===== src/rtl/idxb_pkg.sv =====
package idxb_pkg;
  typedef enum logic [1:0] {SQ_IDLE, SQ_ISSUE, SQ_WAIT} seq_state_e;

  function automatic logic [2:0] size_to_bytes(input logic [1:0] code);
    case (code)
      2'd0:    return 3'd1;
      2'd1:    return 3'd2;
      default: return 3'd4;
    endcase
  endfunction
endpackage


===== src/rtl/idxb_lock_check.sv =====
module idxb_lock_check #(
  parameter int ADDR_W    = 16,
  parameter int MEM_BYTES = 256,
  parameter int NUM_LOCKS = 2,
  parameter int LOCK_BASE = 32,
  parameter int LOCK_SPAN = 16
) (
  input  logic [ADDR_W-1:0]    addr,
  input  logic [NUM_LOCKS-1:0] lock_bits,
  output logic                 allowed
);
  logic [NUM_LOCKS-1:0] hit;
  logic [31:0]          addr_ext;

  assign addr_ext = 32'(addr);

  for (genvar i = 0; i < NUM_LOCKS; i++) begin : g_win
    localparam int LO = LOCK_BASE + i * LOCK_SPAN;
    localparam int HI = LO + LOCK_SPAN;
    assign hit[i] = lock_bits[i] && (addr_ext >= 32'(LO)) && (addr_ext < 32'(HI));
  end

  assign allowed = (addr_ext < 32'(MEM_BYTES)) && (hit == '0);
endmodule


===== src/rtl/idxb_ram.sv =====
module idxb_ram #(
  parameter int DEPTH = 256,
  localparam int AW   = $clog2(DEPTH)
) (
  input  logic          clk,
  input  logic          we,
  input  logic [AW-1:0] addr,
  input  logic [7:0]    wdata,
  output logic [7:0]    q
);
  logic [7:0] mem [DEPTH];

  always_ff @(posedge clk) begin
    if (we) mem[addr] <= wdata;
    q <= mem[addr];
  end
endmodule


===== src/rtl/idxb_mm_seq.sv =====
module idxb_mm_seq
  import idxb_pkg::*;
#(
  parameter int ADDR_W = 16
) (
  input  logic              clk,
  input  logic              rst,
  input  logic              req,
  input  logic              we,
  input  logic [1:0]        size,
  input  logic [ADDR_W-1:0] addr,
  input  logic [31:0]       wdata,
  output logic              issue_valid,
  output logic              issue_we,
  output logic [ADDR_W-1:0] issue_addr,
  output logic [7:0]        issue_wdata,
  input  logic              collect_valid,
  input  logic [7:0]        collect_byte,
  output logic              busy,
  output logic              done,
  output logic [31:0]       rdata
);
  seq_state_e        st_q;
  logic [1:0]        idx_q;
  logic [2:0]        n_q;
  logic [ADDR_W-1:0] base_q;
  logic [31:0]       wd_q;
  logic              we_q;
  logic [5:0]        shift;

  assign busy        = (st_q != SQ_IDLE);
  assign issue_valid = (st_q == SQ_ISSUE);
  assign issue_we    = we_q;
  assign issue_addr  = base_q + ADDR_W'(idx_q);
  assign shift       = {n_q - 3'd1 - {1'b0, idx_q}, 3'b000};
  assign issue_wdata = 8'(wd_q >> shift);

  always_ff @(posedge clk) begin
    if (rst) begin
      st_q   <= SQ_IDLE;
      idx_q  <= '0;
      n_q    <= 3'd1;
      base_q <= '0;
      wd_q   <= '0;
      we_q   <= 1'b0;
      done   <= 1'b0;
      rdata  <= '0;
    end else begin
      done <= 1'b0;
      case (st_q)
        SQ_IDLE: if (req) begin
          base_q <= addr;
          we_q   <= we;
          wd_q   <= wdata;
          n_q    <= size_to_bytes(size);
          idx_q  <= '0;
          rdata  <= '0;
          st_q   <= SQ_ISSUE;
        end
        SQ_ISSUE: begin
          idx_q <= idx_q + 2'd1;
          if ({1'b0, idx_q} == n_q - 3'd1) st_q <= SQ_WAIT;
        end
        default: begin
          st_q <= SQ_IDLE;
          done <= 1'b1;
        end
      endcase
      if (collect_valid) rdata <= {rdata[23:0], collect_byte};
    end
  end

  assert_done_single_R7: assert property (@(posedge clk) disable iff (rst)
    done |=> !done);
  assert_busy_on_accept_R7: assert property (@(posedge clk) disable iff (rst)
    (req && !busy) |=> busy);
  assert_done_not_busy_R7: assert property (@(posedge clk) disable iff (rst)
    done |-> !busy);
endmodule


===== src/rtl/idx_mem_bridge.sv =====
module idx_mem_bridge #(
  parameter int ADDR_W    = 16,
  parameter int MEM_BYTES = 256,
  parameter int LOCK_BASE = 32,
  parameter int LOCK_SPAN = 16,
  localparam int NUM_LOCKS = 2,
  localparam int AW        = $clog2(MEM_BYTES)
) (
  input  logic              clk,
  input  logic              rst,
  input  logic              pio_valid,
  input  logic              pio_we,
  input  logic [1:0]        pio_off,
  input  logic [7:0]        pio_wdata,
  output logic              pio_rvalid,
  output logic [7:0]        pio_rdata,
  input  logic              lock_tgl_valid,
  input  logic              lock_tgl_sel,
  input  logic              mm_req,
  input  logic              mm_we,
  input  logic [1:0]        mm_size,
  input  logic [ADDR_W-1:0] mm_addr,
  input  logic [31:0]       mm_wdata,
  output logic              mm_busy,
  output logic              mm_done,
  output logic [31:0]       mm_rdata
);
  logic [ADDR_W-1:0]    ptr_q;
  logic [NUM_LOCKS-1:0] lock_q;
  logic                 pio_acc, pio_data;
  logic                 seq_v, seq_we;
  logic [ADDR_W-1:0]    seq_addr;
  logic [7:0]           seq_wd;
  logic [ADDR_W-1:0]    iss_addr;
  logic                 iss_v, iss_we, iss_ok;
  logic [7:0]           iss_wd, ram_q;
  logic                 s1_pio_rd, s1_mm, s1_ff;
  logic [7:0]           s1_byte;

  assign pio_acc  = pio_valid && !mm_busy;
  assign pio_data = pio_acc && (pio_off == 2'd3);

  assign iss_v    = seq_v || pio_data;
  assign iss_addr = seq_v ? seq_addr : ptr_q;
  assign iss_we   = seq_v ? seq_we : pio_we;
  assign iss_wd   = seq_v ? seq_wd : pio_wdata;

  idxb_lock_check #(
    .ADDR_W(ADDR_W), .MEM_BYTES(MEM_BYTES), .NUM_LOCKS(NUM_LOCKS),
    .LOCK_BASE(LOCK_BASE), .LOCK_SPAN(LOCK_SPAN)
  ) u_chk (
    .addr(iss_addr), .lock_bits(lock_q), .allowed(iss_ok)
  );

  idxb_ram #(.DEPTH(MEM_BYTES)) u_ram (
    .clk(clk), .we(iss_v && iss_we && iss_ok), .addr(iss_addr[AW-1:0]),
    .wdata(iss_wd), .q(ram_q)
  );

  idxb_mm_seq #(.ADDR_W(ADDR_W)) u_seq (
    .clk(clk), .rst(rst), .req(mm_req), .we(mm_we), .size(mm_size),
    .addr(mm_addr), .wdata(mm_wdata),
    .issue_valid(seq_v), .issue_we(seq_we), .issue_addr(seq_addr),
    .issue_wdata(seq_wd),
    .collect_valid(s1_mm), .collect_byte(s1_byte),
    .busy(mm_busy), .done(mm_done), .rdata(mm_rdata)
  );

  assign s1_byte = s1_ff ? 8'hFF : ram_q;

  always_ff @(posedge clk) begin
    if (rst) begin
      ptr_q      <= '0;
      lock_q     <= '0;
      s1_pio_rd  <= 1'b0;
      s1_mm      <= 1'b0;
      s1_ff      <= 1'b0;
      pio_rvalid <= 1'b0;
      pio_rdata  <= 8'hFF;
    end else begin
      if (pio_acc && pio_we) begin
        case (pio_off)
          2'd0:    ptr_q[7:0]        <= pio_wdata;
          2'd1:    ptr_q[ADDR_W-1:8] <= pio_wdata[ADDR_W-9:0];
          2'd3:    ptr_q             <= '0;
          default: ;
        endcase
      end
      if (lock_tgl_valid) lock_q[lock_tgl_sel] <= ~lock_q[lock_tgl_sel];
      s1_pio_rd  <= pio_acc && !pio_we;
      s1_mm      <= seq_v;
      s1_ff      <= seq_v ? !iss_ok : !(pio_data && iss_ok);
      pio_rvalid <= s1_pio_rd;
      if (s1_pio_rd) pio_rdata <= s1_byte;
    end
  end

  assert_rvalid_after_read_R3: assert property (@(posedge clk) disable iff (rst)
    (pio_valid && !mm_busy && !pio_we) |=> ##1 pio_rvalid);
  assert_fenced_read_ff_R4: assert property (@(posedge clk) disable iff (rst)
    (s1_pio_rd && s1_ff) |=> (pio_rdata == 8'hFF));
  assert_ptr_held_busy_R10: assert property (@(posedge clk) disable iff (rst)
    mm_busy |=> $stable(ptr_q));
endmodule


===== config.mk =====
export PLATFORM = sky130hd
export DESIGN_NAME = idx_mem_bridge
export DESIGN_NICKNAME = d
export VERILOG_FILES = /design/src/rtl/idxb_pkg.sv /design/src/rtl/idxb_lock_check.sv /design/src/rtl/idxb_ram.sv /design/src/rtl/idxb_mm_seq.sv /design/src/rtl/idx_mem_bridge.sv
export SDC_FILE = /design/constraint.sdc
export NUM_CORES = 2
export LEC_CHECK = 0
export BUFFER_PORTS_ARGS = -buffer_cell sky130_fd_sc_hd__buf_4
export CAP_MARGIN = 40
export CORE_ASPECT_RATIO = 0.5
export CORE_UTILIZATION = 50
export CTS_BUF_LIST = sky130_fd_sc_hd__clkbuf_4 sky130_fd_sc_hd__clkbuf_8
export DETAILED_ROUTE_END_ITERATION = 10
export PLACE_DENSITY = 0.66
export SYNTH_ARGS = -nofsm -noshare
export SYNTH_HDL_FRONTEND = slang
export SYNTH_SLANG_ARGS = --single-unit

===== constraint.sdc =====
create_clock -name clk -period 11 [get_ports clk]
set_input_delay 3.3 -clock clk [delete_from_list [all_inputs] [get_ports clk]]
set_output_delay 3.3 -clock clk [all_outputs]
set_load 0.005 [all_outputs]

== Word-level counts from Yosys, hierarchy flattened ==
Memory sizes are Yosys's and may differ from the RTL's. A register that Yosys moved wholly into a read port is not among the register bits.
Cells that the tools add are included.
Word-level totals
  bits in latches: 0
  register bits: 119
  logic and storage cells: 96
  output and inout bits: 43
  memories: 1
  ROM bits: 0
  input port bits: 68
  bits in writable memories: 2048
Memory list
  u_ram.mem: depth 256, bits a word 8, rd ports 1, clocked after memory_dff 1, wr ports 1, RTL line idxb_ram.sv:11  | logic [7:0] mem [DEPTH];
Operators by class
  bitwise gates (word level): 1
  equal/unequal tests: 7
  reduce and logical (&&, ||, !) cells: 35
  $lt $le $gt $ge: 7
  multipliers: 0
  div/mod/pow operators: 0
  shift-type cells: 1
  multiplexer cells: 24
  $add $sub $neg: 4
Operators by type and width (count)
  two-way mux 32 bit: 3
  >= comparator 16 x 6 -> 1 bit, second input constant: 2
  case mux 8 bit (2 select lines): 2
  right shift 32 x 6 -> 8 bit: 1
  adder 16 x 2 -> 16 bit: 1
  < comparator 16 x 6 -> 1 bit, second input constant: 1
  < comparator 16 x 7 -> 1 bit, second input constant: 1
  < comparator 16 x 9 -> 1 bit, second input constant: 1
  two-way mux 16 bit: 1
  two-way mux 8 bit: 2
  logical AND 1 bit: 13
  AND reduction 2 bit: 6
  nonzero test 2 bit: 6
  logical NOT 2 bit: 4
  two-way mux 1 bit: 8
  case mux 2 bit (2 select lines): 2
  equality test 2 x 1 -> 1 bit, second input constant: 3
  two-way mux 2 bit: 3
  case mux 3 bit (2 select lines): 1
  logical NOT 1 bit: 4
  equality test 2 x 3 -> 1 bit: 1
  subtractor 3 x 1 -> 3 bit, second input constant: 1
  subtractor 3 x 2 -> 3 bit: 1
  adder 2 x 1 -> 2 bit, second input constant: 1
  other kinds (10): 10

== Logic depth before layout (Yosys ltp) ==
  depth in word-level cells: 10
  mapped depth: 15
  mapped depth without buffers: 11

== By module ==
Synthesis repeated with hierarchy kept, for this count alone.
Second synthesis, totals
  cells, all modules: 4155
  area total of the unflattened synthesis: 83936.8 µm²
By module, submodules not included
  idxb_ram: area an instance 78492.8 µm², cells an instance 3547, times used 1, seq. area each 61659.1 µm²
  idxb_mm_seq: area an instance 3818.7 µm², cells an instance 454, times used 1, seq. area each 1781.7 µm²
  idx_mem_bridge: area an instance 1580.3 µm², cells an instance 149, times used 1, seq. area each 600.6 µm²
  idxb_lock_check: area an instance 45.0 µm², cells an instance 5, times used 1, seq. area each 0.0 µm²

== Least setup slack after synthesis ==
Ideal clock, no wire load.
  path type: input port to flip-flop
  start: input port pio_wdata[0]
  end: memory u_ram.mem[0][0], data pin
  arrival time: 6.333 ns
  path buffers: 0
  cell stages on the path: 2
  required time: 10.180 ns
  slack: 3.847 ns
  setup time: 0.820 ns
  cells stage by stage: nand2_1 nand2_1
Between the ends
  cells in the longest elaborated chain, start to end: 1
Ends and longest elaborated chain
  start, declared: RTL line idx_mem_bridge.sv:14  | input logic [7:0] pio_wdata,
  two-way mux 8 bit: RTL line idx_mem_bridge.sv:46  | assign iss_wd = seq_v ? seq_wd : pio_wdata;
  via iss_wd[0]: RTL line idx_mem_bridge.sv:36  | logic [7:0] iss_wd, ram_q;
  end, declared: RTL line idxb_ram.sv:11
The timed path passes the listed nets, and every way through them passes these cells.

== Final worst setup path ==
  start: input port pio_off[0]
  end: memory u_ram.mem[149][0], enable pin
Between the ends
  cells in the longest elaborated chain, start to end: 7
Ends and longest elaborated chain
  start, declared: RTL line idx_mem_bridge.sv:13  | input logic [1:0] pio_off,
  equality test 2 bit: RTL line idx_mem_bridge.sv:41  | assign pio_data = pio_acc && (pio_off == 2'd3);
  logical AND 1 bit: RTL line idx_mem_bridge.sv:41
  logical OR 1 bit: RTL line idx_mem_bridge.sv:43  | assign iss_v = seq_v || pio_data;
  logical AND 1 bit (2 in series): RTL line idx_mem_bridge.sv:56  | .clk(clk), .we(iss_v && iss_we && iss_ok), .addr(iss_addr[AW-1:0]),
  two-way mux 1 bit: RTL line idxb_ram.sv:14  | if (we) mem[addr] <= wdata;
  two-way mux 1 bit (implied by the code): RTL line idxb_ram.sv:14
No other way between the ends.

==> results.rst <==
.. list-table::
   :header-rows: 1

   * - Metric
     - Value
   * - Largest net degree at the start of global routing
     - 185
   * - Period utilisation layout
     - 59.6%
   * - Share of Yosys cell area claimed by the top area cell type
     - 74.6%
   * - Via/cell ratio
     - 6.63
   * - Maximum cell stage delay along the critical path
     - 0.74 ns
   * - Kind of cell adding the most delay to the critical path
     - simple AND/OR/NAND/NOR gates
   * - Arrival @ worst endpoint
     - 7.30 ns
   * - RD Place Congestion
     - 0.904
   * - Max Fclk
     - 152 MHz
   * - Hold bufs inserted after CTS
     - 0
   * - Worst IR drop on VDD
     - 0.120 mV
   * - Clock tree from TritonCTS
     - built
   * - Clock buffers created by TritonCTS
     - 314
   * - Core region area
     - 162,000 um^2
   * - Per-cell routed wire length
     - 30.4 um
   * - Final std cell area, no fill
     - 92,400 um^2
   * - Violated checks
     - design-rule violations
   * - Wire length of the first global-routing pass
     - 337,000 um
   * - Primary flip-flop cell chosen by synthesis mapping
     - edfxtp_1
   * - Chip height
     - 289 um
   * - Overall fraction of global-route tracks in use
     - 27.9%
   * - Worst clock skew
     - 0.0737 ns
   * - Total Die Area
     - 167,000 um^2
   * - Share of layout cells above drive strength 1
     - 16.4%
   * - Buffer depth of the longest clock path
     - 4
   * - Synth area leaders
     - edfxtp_1, a22oi_1, dfxtp_1
   * - Synthesized netlist cell count
     - 5,186
   * - Vias in the first global route
     - 49,100
   * - Required time worst endpoint
     - 11.73 ns
   * - Chip Width
     - 576 um
   * - Total congestion overflow after global routing
     - 0
   * - Port Buffer Count
     - 110
   * - Routed Wire Length
     - 237,000 um
   * - Antenna violations before repair
     - 12
   * - Shortest period the worst path allows
     - 6.56 ns
   * - ANT nets after route
     - 0
   * - R2r setup slk
     - 5.37 ns
   * - Startpoint type of the worst setup path
     - input pin
   * - Maximum capacitance violations
     - 0
   * - Number of buffers inserted by post-CTS setup repair
     - 0
   * - Max_slew headroom
     - 22.2%
   * - Synth async-reset ratio
     - 0%
   * - Critical-path cell list
     - buf_4 -> ha_1 -> nand3_1 -> nor2_1 -> a21oi_1 -> nor2_1 -> buf_4 -> nand2_1 -> nor2_1 -> nand2_2 -> nor3_1 -> clkbuf_2
   * - Library cell contributing the largest single delay on the critical path
     - nor2_1
   * - Cell area after synthesis
     - 82,400 um^2
   * - DP Area
     - 86,000 um^2
   * - Clock-pin slew on the worst setup and hold paths
     - 0.06 ns
   * - # DRC
     - 3
   * - Total of endpoints with negative setup slack in the final report
     - 0
   * - Number of hold violations in the final report
     - 0
   * - Count of yosys warnings during synthesis
     - 0
   * - Most common cell after layout, fill and taps aside
     - edfxtp_1
   * - Setup repair after global routing missed its margin
     - false
   * - Highest-count cells in the layout ignoring fill and taps
     - edfxtp_1, a22oi_1, clkbuf_8, nand3_1, a21oi_1
   * - Clock Tree Root
     - clkbuf_8
   * - Clk_lat worst skew
     - 1.05 ns
   * - Number of buffers and inverters on the critical path
     - 3
   * - H-Tree Depth
     - 5
   * - P per Cell Area
     - 188 nW/um^2
   * - Number of top-level pins
     - 111
   * - Clock Sinks
     - 2,175
   * - PostCTS Resize Cnt
     - 0
   * - Maximum fanout along the worst path
     - 12
   * - Number of unique standard cell types used by synthesis
     - 68
   * - Number of search-and-repair iterations in the first detailed-routing pass
     - 10
   * - Post-synth top area cell
     - edfxtp_1
   * - Initial core utilization
     - 50.8%
   * - Total leakage power
     - 29.1 nW
   * - Overall via count from detail_route
     - 51,800
   * - Per-instance average area after synthesis
     - 15.9 um^2
   * - Start-to-end type of the worst setup path
     - input pin to register
   * - Tightest Hold Check Type
     - register to register
   * - Most common cell type on the critical path
     - nor2_1
   * - Synth-to-Final Area Change
     - 12.2%
   * - Final slew viol count
     - 0
   * - Flip-flop and latch count after synthesis
     - 2,175
   * - Run status
     - finished, violations left
   * - Crit end category
     - register
   * - HPWL after detailed placement
     - 140,000 um
   * - Iter 0 DRT Violations
     - 8,123
   * - Post-layout net count
     - 5,508
   * - Total nets after synthesis
     - 5,263
   * - Tightest Pin Transition
     - 1.17 ns
   * - Final TNS setup
     - 0 ns
   * - Register area share after synthesis
     - 77.7%
   * - Number of placement rows
     - 104
   * - Count of flip-flops with a built-in enable after synthesis
     - 2,048
kinds of logic after synthesis:
| logic type | share of synthesized area (%) |
|---|---|
| AO/OA/AOI/OAI | 13.6 |
| XOR/XNOR | 0.117 |
| adder cells (fa/ha/maj) | 0.155 |
| buffers and inverters | 2.10 |
| flip-flops | 77.7 |
| multiplexers | 0.269 |
| AND/OR/NAND/NOR | 6.04 |
per-stage QoR:
step	hold WS (ns)	std cells	power (mW)	setup slack, ns	util [%]
after floorplan	0.432	5186	10.5	3.85	-
after global placement	0.443	7125	11.1	2.96	52.5
after detailed placement	0.449	7190	11.2	3.04	53.0
after CTS	0.458	7714	17.4	4.11	56.6
after global routing	0.477	7813	17.8	4.30	57.0
final	0.455	7819	17.4	4.44	57.0
per-layer routing:
layer  routed length, um  GRT usage (%)
met5                  33              0
met3               33500           9.49
met1               93400           39.1
met4                7130           10.0
met2              103000           40.9
sequential cells by signal (all words and copies together), names as in the netlist:
| signal | cells |
|---|---|
| u_seq.rdata | 32 |
| u_seq.st_q | 2 |
| ptr_q | 16 |
| u_seq.wd_q | 32 |
| pio_rvalid | 1 |
| u_seq.issue_we | 1 |
| u_seq.base_q | 16 |
| pio_rdata | 8 |
| s1_pio_rd | 1 |
| u_ram.mem | 2048 |
| u_seq.idx_q | 2 |
| s1_mm | 1 |
| u_seq.done | 1 |
| u_ram.q | 8 |
| u_seq.n_q | 3 |
| lock_q | 2 |
| s1_ff | 1 |
report_power, final:
part	total (mW)	leakage, nW	switching, mW	internal, mW
sequential	9.33	19.5	0.0540	9.28
combinational	1.73	6.38	1.30	0.433
clock	6.31	3.14	2.99	3.32
tightest hold or removal path: cells and delay by family, from the launching register on:
family | cells | cell delay, ns
compound gates | 1 | 0.05
simple gates | 1 | 0.05
flops | 1 | 0.31
final cells by class:
| type | instances | area [um^2] |
|---|---|---|
| fill | 12100 | 69800 |
| multi-input combinational | 2579 | 16900 |
| tap | 2173 | 2720 |
| timing repair buffer | 352 | 2830 |
| clock inverter | 110 | 795 |
| antenna | 7 | 17.5 |
| inverter | 9 | 33.8 |
| clock buffer | 414 | 5150 |
| sequential | 2175 | 64000 |
cell usage after synthesis, types with 4 or more instances:
cell type,count
edfxtp_1,2048
a22oi_1,894
clkbuf_1,294
nand3_1,290
a21oi_1,257
nand2_1,211
nor2_1,207
nor3_1,152
dfxtp_1,127
a221oi_1,124
buf_1,75
a22o_1,62
nor3_2,45
buf_2,43
o21ai_0,42
o2111ai_1,25
a32o_1,24
a32oi_1,24
o22ai_1,24
o31ai_1,24
and3_1,20
a221o_1,15
nand3b_1,12
nor3b_1,10
inv_1,9
or2_2,9
and4_1,8
mux4_2,8
nand4_1,8
o32a_1,8
and2_1,7
ha_1,7
xnor2_1,7
buf_4,6
nand2b_1,5
nor2b_1,5
buf_6,4
o21a_1,4
xor2_1,4
path summary, 6_finish.rpt:
| check | endpoint | cells past startpoint | startpoint |
|---|---|---|---|
| min | u_seq.wd_q[8] | 2 | u_seq.wd_q[8] |
| min reg2reg | u_seq.wd_q[8] | 2 | u_seq.wd_q[8] |
| max reg2reg | u_ram.q[7] | 13 | u_seq.idx_q[0] |
| max | u_ram.mem[149][0] | 12 | pio_off[0] |
(Power assumes the default switching activity.)
